**config.mk**
```make
export PLATFORM = sky130hd
export DESIGN_NAME = lcd_sync_gen
export DESIGN_NICKNAME = d
export VERILOG_FILES = /design/src/rtl/lcd_sync_pkg.sv /design/src/rtl/lcd_tim_regs.sv /design/src/rtl/lcd_pix_div.sv /design/src/rtl/lcd_axis_ctr.sv /design/src/rtl/lcd_sync_gen.sv
export SDC_FILE = /design/constraint.sdc
export NUM_CORES = 1
export LEC_CHECK = 0
export ABC_AREA = 1
export CAP_MARGIN = 5
export CORE_UTILIZATION = 30
export DETAILED_ROUTE_END_ITERATION = 10
export GPL_TIMING_DRIVEN = 0
export HOLD_SLACK_MARGIN = 0.15
export REMOVE_ABC_BUFFERS = 1
export SLEW_MARGIN = 20
export SYNTH_ARGS = -nofsm -noshare
export SYNTH_HDL_FRONTEND = slang
export SYNTH_SLANG_ARGS = --single-unit
```
**constraint.sdc**
```tcl
create_clock -name clk -period 14.3 [get_ports clk]
set_input_delay 2.86 -clock clk [delete_from_list [all_inputs] [get_ports clk]]
set_output_delay 2.86 -clock clk [all_outputs]
set_load 0.02 [all_outputs]
```
**src/rtl/lcd_sync_pkg.sv**
```systemverilog
// Package: shared field layouts and register addresses for the LCD sync
// timing generator. Assumes 32-bit register words.
package lcd_sync_pkg;

    // Register select codes on the write port
    localparam logic [1:0] REG_CTRL = 2'd0;
    localparam logic [1:0] REG_HTIM = 2'd1;
    localparam logic [1:0] REG_VTIM = 2'd2;
    localparam logic [1:0] REG_CLK  = 2'd3;

    // Packed axis timing word; every field holds count minus one
    typedef struct packed {
        logic [7:0] porch_front;   // after active, before sync
        logic [7:0] porch_back;    // after sync, before active
        logic [5:0] pulse_m1;      // sync width
        logic [9:0] active_m1;     // active pixels or lines
    } lcd_tim_t;

    // Fields kept from the clock word
    typedef struct packed {
        logic       inv_de;
        logic       inv_pclk;
        logic       inv_hs;
        logic       inv_vs;
        logic [9:0] divisor;
    } lcd_clk_t;

    // Extract the used bits of a raw clock word
    function automatic lcd_clk_t clk_from_word(input logic [31:0] w);
        lcd_clk_t c;
        c.inv_de   = w[18];
        c.inv_pclk = w[17];
        c.inv_hs   = w[16];
        c.inv_vs   = w[15];
        c.divisor  = w[9:0];
        return c;
    endfunction

endpackage

```
**src/rtl/lcd_tim_regs.sv**
```systemverilog
// Register bank: the write port loads staging copies of the control, timing
// and clock words; shadow copies used by the scan logic are refreshed from
// staging whenever load is high (stopped, or the frame's final enable).
// Assumes one write per cycle at most.
module lcd_tim_regs
    import lcd_sync_pkg::*;
(
    input  logic        clk,
    input  logic        rst_n,
    input  logic        wr_en,
    input  logic [1:0]  wr_addr,
    input  logic [31:0] wr_data,
    input  logic        load,
    output logic        go,
    output lcd_tim_t    htim,
    output lcd_tim_t    vtim,
    output lcd_clk_t    clkw
);

    lcd_tim_t h_stg, v_stg;
    lcd_clk_t c_stg;

    // Staging registers written by the port
    always_ff @(posedge clk) begin
        if (!rst_n) begin
            go    <= 1'b0;
            h_stg <= '0;
            v_stg <= '0;
            c_stg <= '0;
        end else if (wr_en) begin
            case (wr_addr)
                REG_CTRL: go    <= wr_data[0];
                REG_HTIM: h_stg <= lcd_tim_t'(wr_data);
                REG_VTIM: v_stg <= lcd_tim_t'(wr_data);
                default:  c_stg <= clk_from_word(wr_data);
            endcase
        end
    end

    // Shadow copies seen by the timing logic, refreshed on load
    always_ff @(posedge clk) begin
        if (!rst_n) begin
            htim <= '0;
            vtim <= '0;
            clkw <= '0;
        end else if (load) begin
            htim <= h_stg;
            vtim <= v_stg;
            clkw <= c_stg;
        end
    end

endmodule

```
**src/rtl/lcd_pix_div.sv**
```systemverilog
// Pixel slot divider: a slot lasts 2*(divisor+1) clocks; the raw pixel clock
// is low for the first half and high for the second; the enable marks the
// last clock of the slot. Held at slot start while run is low.
module lcd_pix_div #(
    parameter int DIV_BITS = 10,
    localparam int CNT_W   = DIV_BITS + 1
) (
    input  logic                clk,
    input  logic                rst_n,
    input  logic                run,
    input  logic [DIV_BITS-1:0] divisor,
    output logic                ce,
    output logic                pclk_raw
);

    logic [CNT_W-1:0] cnt_q;
    logic [CNT_W-1:0] limit;

    assign limit    = {divisor, 1'b1};
    assign ce       = run && (cnt_q == limit);
    assign pclk_raw = run && (cnt_q > {1'b0, divisor});

    // Slot counter: wraps on the enable, cleared while stopped
    always_ff @(posedge clk) begin
        if (!rst_n || !run) begin
            cnt_q <= '0;
        end else if (cnt_q == limit) begin
            cnt_q <= '0;
        end else begin
            cnt_q <= cnt_q + CNT_W'(1);
        end
    end

    // a slot is at least two clocks, so the enable never repeats back to back
    p_ce_gap_r3: assert property (@(posedge clk) disable iff (!rst_n)
        ce |=> !ce);

    // no enable while stopped
    p_div_quiet_r8: assert property (@(posedge clk) disable iff (!rst_n)
        !run |-> !ce);

endmodule

```
**src/rtl/lcd_axis_ctr.sv**
```systemverilog
// One scan axis (used for both columns and rows): counts slots in the order
// sync, back porch, active, front porch, advancing on step and cleared while
// stopped. Assumes the timing word changes only when the count is at zero.
module lcd_axis_ctr
    import lcd_sync_pkg::*;
#(
    parameter int CNT_W = 12,
    parameter int POS_W = 10
) (
    input  logic             clk,
    input  logic             rst_n,
    input  logic             run,
    input  logic             step,
    input  lcd_tim_t         tim,
    output logic             sync_o,
    output logic             act_o,
    output logic             first_o,
    output logic             last_o,
    output logic [POS_W-1:0] pos_o
);

    localparam logic [CNT_W-1:0] ONE = CNT_W'(1);

    logic [CNT_W-1:0] cnt_q;
    logic [CNT_W-1:0] sync_end, act_beg, act_end, period, rel;

    // Segment boundaries from the minus-one fields
    always_comb begin
        sync_end = CNT_W'(tim.pulse_m1) + ONE;
        act_beg  = sync_end + CNT_W'(tim.porch_back) + ONE;
        act_end  = act_beg + CNT_W'(tim.active_m1) + ONE;
        period   = act_end + CNT_W'(tim.porch_front) + ONE;
        rel      = cnt_q - act_beg;
    end

    assign sync_o  = run && (cnt_q < sync_end);
    assign act_o   = run && (cnt_q >= act_beg) && (cnt_q < act_end);
    assign first_o = (cnt_q == '0);
    assign last_o  = (cnt_q == period - ONE);
    assign pos_o   = act_o ? rel[POS_W-1:0] : '0;

    // Position counter: advances on step, wraps at the period end
    always_ff @(posedge clk) begin
        if (!rst_n || !run) begin
            cnt_q <= '0;
        end else if (step) begin
            cnt_q <= last_o ? '0 : cnt_q + ONE;
        end
    end

    // position only moves on a step
    p_hold_no_step_r4: assert property (@(posedge clk) disable iff (!rst_n)
        (run && !step) |=> $stable(cnt_q));

    // position never leaves the programmed period
    p_in_period_r5: assert property (@(posedge clk) disable iff (!rst_n)
        run |-> (cnt_q < period));

endmodule

```
**src/rtl/lcd_sync_gen.sv**
```systemverilog
// LCD sync timing generator top: register bank, pixel slot divider and two
// scan axes, with per-signal polarity applied at the outputs. Assumes the
// timing fields describe panels up to 800x600 (counters sized by CNT_W).
module lcd_sync_gen
    import lcd_sync_pkg::*;
#(
    parameter int CNT_W    = 12,
    parameter int POS_W    = 10,
    parameter int DIV_BITS = 10
) (
    input  logic             clk,
    input  logic             rst_n,
    input  logic             wr_en,
    input  logic [1:0]       wr_addr,
    input  logic [31:0]      wr_data,
    output logic             pix_ce,
    output logic             pix_clk,
    output logic             hsync,
    output logic             vsync,
    output logic             de,
    output logic             frame_start,
    output logic [POS_W-1:0] x_pos,
    output logic [POS_W-1:0] y_pos
);

    logic     go, load, frame_end, ce, pclk_raw;
    lcd_tim_t htim, vtim;
    lcd_clk_t clkw;
    logic     hs_raw, h_act, h_first, h_last;
    logic     vs_raw, v_act, v_first, v_last;
    logic     de_raw;

    assign frame_end = ce && h_last && v_last;
    assign load      = !go || frame_end;

    lcd_tim_regs u_regs (
        .clk     (clk),
        .rst_n   (rst_n),
        .wr_en   (wr_en),
        .wr_addr (wr_addr),
        .wr_data (wr_data),
        .load    (load),
        .go      (go),
        .htim    (htim),
        .vtim    (vtim),
        .clkw    (clkw)
    );

    lcd_pix_div #(.DIV_BITS(DIV_BITS)) u_div (
        .clk      (clk),
        .rst_n    (rst_n),
        .run      (go),
        .divisor  (clkw.divisor),
        .ce       (ce),
        .pclk_raw (pclk_raw)
    );

    lcd_axis_ctr #(.CNT_W(CNT_W), .POS_W(POS_W)) u_hax (
        .clk     (clk),
        .rst_n   (rst_n),
        .run     (go),
        .step    (ce),
        .tim     (htim),
        .sync_o  (hs_raw),
        .act_o   (h_act),
        .first_o (h_first),
        .last_o  (h_last),
        .pos_o   (x_pos)
    );

    lcd_axis_ctr #(.CNT_W(CNT_W), .POS_W(POS_W)) u_vax (
        .clk     (clk),
        .rst_n   (rst_n),
        .run     (go),
        .step    (ce && h_last),
        .tim     (vtim),
        .sync_o  (vs_raw),
        .act_o   (v_act),
        .first_o (v_first),
        .last_o  (v_last),
        .pos_o   (y_pos)
    );

    // Output stage: combine axes and apply the polarity bits
    always_comb begin
        de_raw      = h_act && v_act;
        pix_ce      = ce;
        frame_start = ce && h_first && v_first;
        pix_clk     = pclk_raw ^ clkw.inv_pclk;
        hsync       = hs_raw ^ clkw.inv_hs;
        vsync       = vs_raw ^ clkw.inv_vs;
        de          = de_raw ^ clkw.inv_de;
    end

    // stopped means blank
    p_blank_when_stopped_r8: assert property (@(posedge clk) disable iff (!rst_n)
        !go |-> (!de_raw && !frame_start && !hs_raw && !vs_raw));

    // the frame pulse falls in the origin slot, inside both sync parts
    p_fs_at_origin_r10: assert property (@(posedge clk) disable iff (!rst_n)
        frame_start |-> (hs_raw && vs_raw));

    // active video never overlaps horizontal sync
    p_de_outside_sync_r6: assert property (@(posedge clk) disable iff (!rst_n)
        de_raw |-> !hs_raw);

endmodule

```
==> results.md <==
Status:
- The flow ran to the end, and the final reports show no timing, DRC or antenna violations.

Clock tree:
- The clock sink count is 192.
- The number of buffers between clock root and the deepest sink is 2.
- The clock transition at the registers of the reported paths is 80 ps.
- The number of hold-repair buffers added at the cts stage is 0.
- TritonCTS built the clock tree.
- The H-tree generated during clock tree synthesis spans 4 levels.
- The latest clock arrival within the worst-skew pair is 460 ps.
- The number of gates given a new drive strength after cts is 0.
- The clock root buffer is clkbuf_16.
- The number of buffers created by CTS is 17.
- After clock tree synthesis, the setup repair step added 0 buffers.

Power:
- The highest ir drop seen on vdd is 0.00008325 V.
- The static leakage power is 6.972 nW.
- In this run the power density over the cells is 92.89 nW/um2.
- Power comes to 1.395 mW.

Synth:
- The number of instances in the synthesized netlist is 2010.
- The top cell type by total area after synthesis is dfxtp_1.
- By area the synthesized netlist is led by dfxtp_1 29%, nand2_1 11%, ha_1 11%.
- The share of async-settable or async-resettable flops after synthesis is 0%.
- The commonest cells after synthesis are 401 x nand2_1, 313 x nor2_1, 274 x inv_1.
- Of the synthesized area, sequential elements account for 29.06%.
- The post-synthesis register bit count is 192.
- The number of enable-type register cells in the synthesized netlist is 0.
- After synthesis the cells add up to 13230 um2.
- The dominant cell by count in the synthesized netlist is nand2_1.
- During synthesis, Yosys emitted a total of 0 warnings.
- The proportion of netlist area held by the largest area contributor is 29.06%.
- Among all flip-flop cells after synthesis, the most frequent one is dfxtp_1.
- The number of different library cells in the post-synthesis netlist is 40.
- Averaged over all synthesized cells, the footprint is 6.580 um2.

Setup path:
- The critical path goes through nand3_1 > xor2_1 > inv_1 > ha_1 > nand3_1 > nand2_1 > nand2_1 > o21ai_0 > xor2_1 > inv_1 > ha_1 > a21o_1 > o21bai_1 > xor2_1 > inv_1 > ha_1 > a21oi_1 > o21ai_0 > nor2_1 > o21ai_0 > a21oi_1 > inv_1 > nor2_1 > clkdlybuf4s50_1.
- The sort of element at the end of the critical path is an output port.
- The required time of the critical path is 11440 ps.
- The critical register-to-register path startpoint is u_regs.vtim[10].
- Data on the critical path arrives at its endpoint at 6120 ps.
- The worst register-to-register path has a setup slack of 8070 ps.
- The most common cell type on the critical path is inv_1.
- The top fanout value on the critical path is 7.
- The top cell family by delay on the critical path is compound AO/OA/AOI/OAI gates.
- The critical path contains buffers and inverters numbering 5 combined.
- In this run the critical register-to-register path is captured at u_regs.htim[16].
- The slowest stage cell on the critical path is a21oi_1.
- The critical path in this run is classified as register to output port.
- The worst setup path is launched from a register.
- In this design, the stage delay of the slowest critical-path cell is 670 ps.
- The worst register-to-register path has a depth of 33.

Timing:
- The setup TNS is 0 ps.
- The count of final hold-check violations is 0.
- The number of max-slew violations in the final report is 0.
- The number of setup violations in the final report is 0.
- After layout, the minimum clock period comes to 8984 ps.
- Headroom to the max-slew limit came out at 32.30%.
- Setup repair after global routing left no endpoint under its margin.
- At the pin with the least slew margin, the transition time is 1014 ps.
- Hold timing on the final database bottoms out at a slack of 463.3 ps.
- Between clock sinks in the finished design, the worst skew comes to 14.09 ps.
- The maximum clock rate is 111.3 MHz.
- The share of the cycle needed by the critical path after routing is 62.82%.
- The minimum setup slack in the final design is 5316 ps.

Drt:
- The count of nets left with antenna violations after detail routing is 0.
- For this block, the routed nets add up to 37.25 mm of wire.
- The first routing iteration left 765 violations.
- The detailed-route vias per instance is 4.804.
- Dividing the detail-routed wire length by the instance count gives 14.19 um.
- The detailed router placed 12620 vias in this run.
- The count of TritonRoute iterations in the first routing pass is 5.
- In the routed design, unresolved DRC markers number 0.

Placement:
- Routability-driven placement finished with a final weighted congestion of 0.9299.
- The count of input and output buffers is 62.
- The total placed cells including tap cells is 2594.
- OpenSTA, run right after detailed placement, puts the worst setup slack at 5657 ps.
- The sum of net half-perimeters after detailed placement is 28.67 mm.
- The cell area reported after detailed placement is 14420 um2.

Layout:
- The finished layout holds 2626 standard cells, fillers aside.
- The layout overhead on the synthesized area is 13.52%.
- After the last flow step, the layout net total stands at 2191.
- The finished cells cover 15010 um2.
- The layout filler cell count is 4661.
- The number of antenna diodes in the final layout is 0.
- The core utilization of the finished layout is 34.70%.
- The register area is 3847 um2.
- In the final layout, the multi-input gates occupy 7994 um2.
- Cells with a size suffix above 1 make up 4.263% of the layout.

GRT:
- The number of antenna violations at the first check in global routing came to 0.
- For this run, the total global-route usage over all layers was measured as 16.84%.
- The total overflow left after global routing is 0.
- The via count of the first global-routing pass is 11840.
- The wire length of the first global-routing pass is 60.00 mm.
- Entering global routing, the biggest net connects 86 pins.

Hold path:
- The worst hold path was traced through 2 stages.
- The worst hold-check path type is register to register.
- The startpoint identified for the worst hold timing path is u_regs.c_stg[9].
- The worst min-delay path endpoint is u_regs.c_stg[9].

Floorplanning:
- The total number of placement rows is 76.
- Once the floorplan was initialized, standard cells occupied 30.57% of the core.
- The die extent in x is 212.0 um.
- The height of the die is 212.0 um.
- The area of the core is 43270 um2.
- The die area is 44930 um2.
- The I/O pin count is 63.

Job:
- Across the run, the number of max-cap violations was 0.
-- logic make-up after synthesis --
kind of cell	after synthesis	synth area share [%]
AO/OA/AOI/OAI	295	11.69
XOR/XNOR	61	4.039
adder cells (fa/ha/maj)	126	12.37
buffers and inverters	354	10.60
flip-flops	192	29.06
AND/OR/NAND/NOR	982	32.24
-- power by group --
| part | total (mW) | internal [mW] | switching, mW |
|---|---|---|---|
| sequential | 0.573 | 0.557 | 0.0163 |
| combinational | 0.339 | 0.129 | 0.210 |
| clock | 0.482 | 0.237 | 0.246 |
-- cells in the final DEF (no fill, tap or decap), types with 3 or more instances in the layout --
master	count
inv_2	9
nor3b_1	7
inv_1	273
or2_2	4
nand3_2	20
xnor2_1	12
nor2_1	312
o21ai_0	95
nand3_1	159
nor2_4	4
o21bai_1	9
xor2_1	49
a21oi_1	171
a21o_1	3
a211oi_1	4
clkinv_8	3
o211ai_1	4
nand2_1	401
dfxtp_1	191
clkinv_4	3
ha_1	118
nand3b_1	7
nor3_2	3
inv_8	4
fa_1	8
inv_6	3
nor3_1	24
clkbuf_16	17
nand4_1	22
buf_16	4
clkdlybuf4s50_1	61
nor4_1	12
-- worst max path at each step --
| stage | start | to | slack (ps) | cells past startpoint |
|---|---|---|---|---|
| after floorplan | u_regs.go | x_pos[5] | 7000 | 6 |
| after detailed placement | u_regs.htim[10] | x_pos[9] | 5660 | 24 |
| final | u_regs.htim[10] | x_pos[9] | 5320 | 24 |
| after global placement | u_regs.go | de | 3790 | 7 |
| after CTS | u_regs.htim[10] | x_pos[9] | 5140 | 24 |
| after global routing | u_regs.htim[10] | x_pos[4] | 4720 | 24 |
-- tightest hold or removal path, delay by kind of cell, from the launching register on --
family             cells  cell delay (ps)
AOI/OAI and AO/OA      1               50
DFF                    1              310
and+or+nand+nor        1               60
-- registers in the layout, indices dropped and copies added (netlist names) --
| name | cells |
|---|---|
| u_regs.h_stg | 32 |
| u_regs.clkw | 14 |
| u_regs.v_stg | 32 |
| u_regs.htim | 32 |
| u_regs.c_stg | 14 |
| u_hax.cnt_q | 12 |
| u_regs.go | 1 |
| u_div.cnt_q | 11 |
| u_regs.vtim | 32 |
| u_vax.cnt_q | 12 |
-- cell type report --
| type | instances | area share, % |
|---|---|---|
| well taps | 585 | 4.875 |
| clock inverters | 14 | 1.083 |
| clock buffers | 18 | 2.858 |
| repair buffers | 70 | 5.242 |
| multi-input cells | 1464 | 53.24 |
| flip-flops and latches | 192 | 25.63 |
| inverters | 283 | 7.075 |
-- routing by layer --
metal	global-route usage (%)	up-vias	share of wire (%)	wire, um
li1	-	6494	-	-
met1	22.69	5801	48	17910
met2	27.34	263	45	16900
met3	2.230	57	4.1	1527
met4	6.122	0	2.4	912
met5	0	-	0	0
No activity file was read; power rests on OpenSTA's default activity.
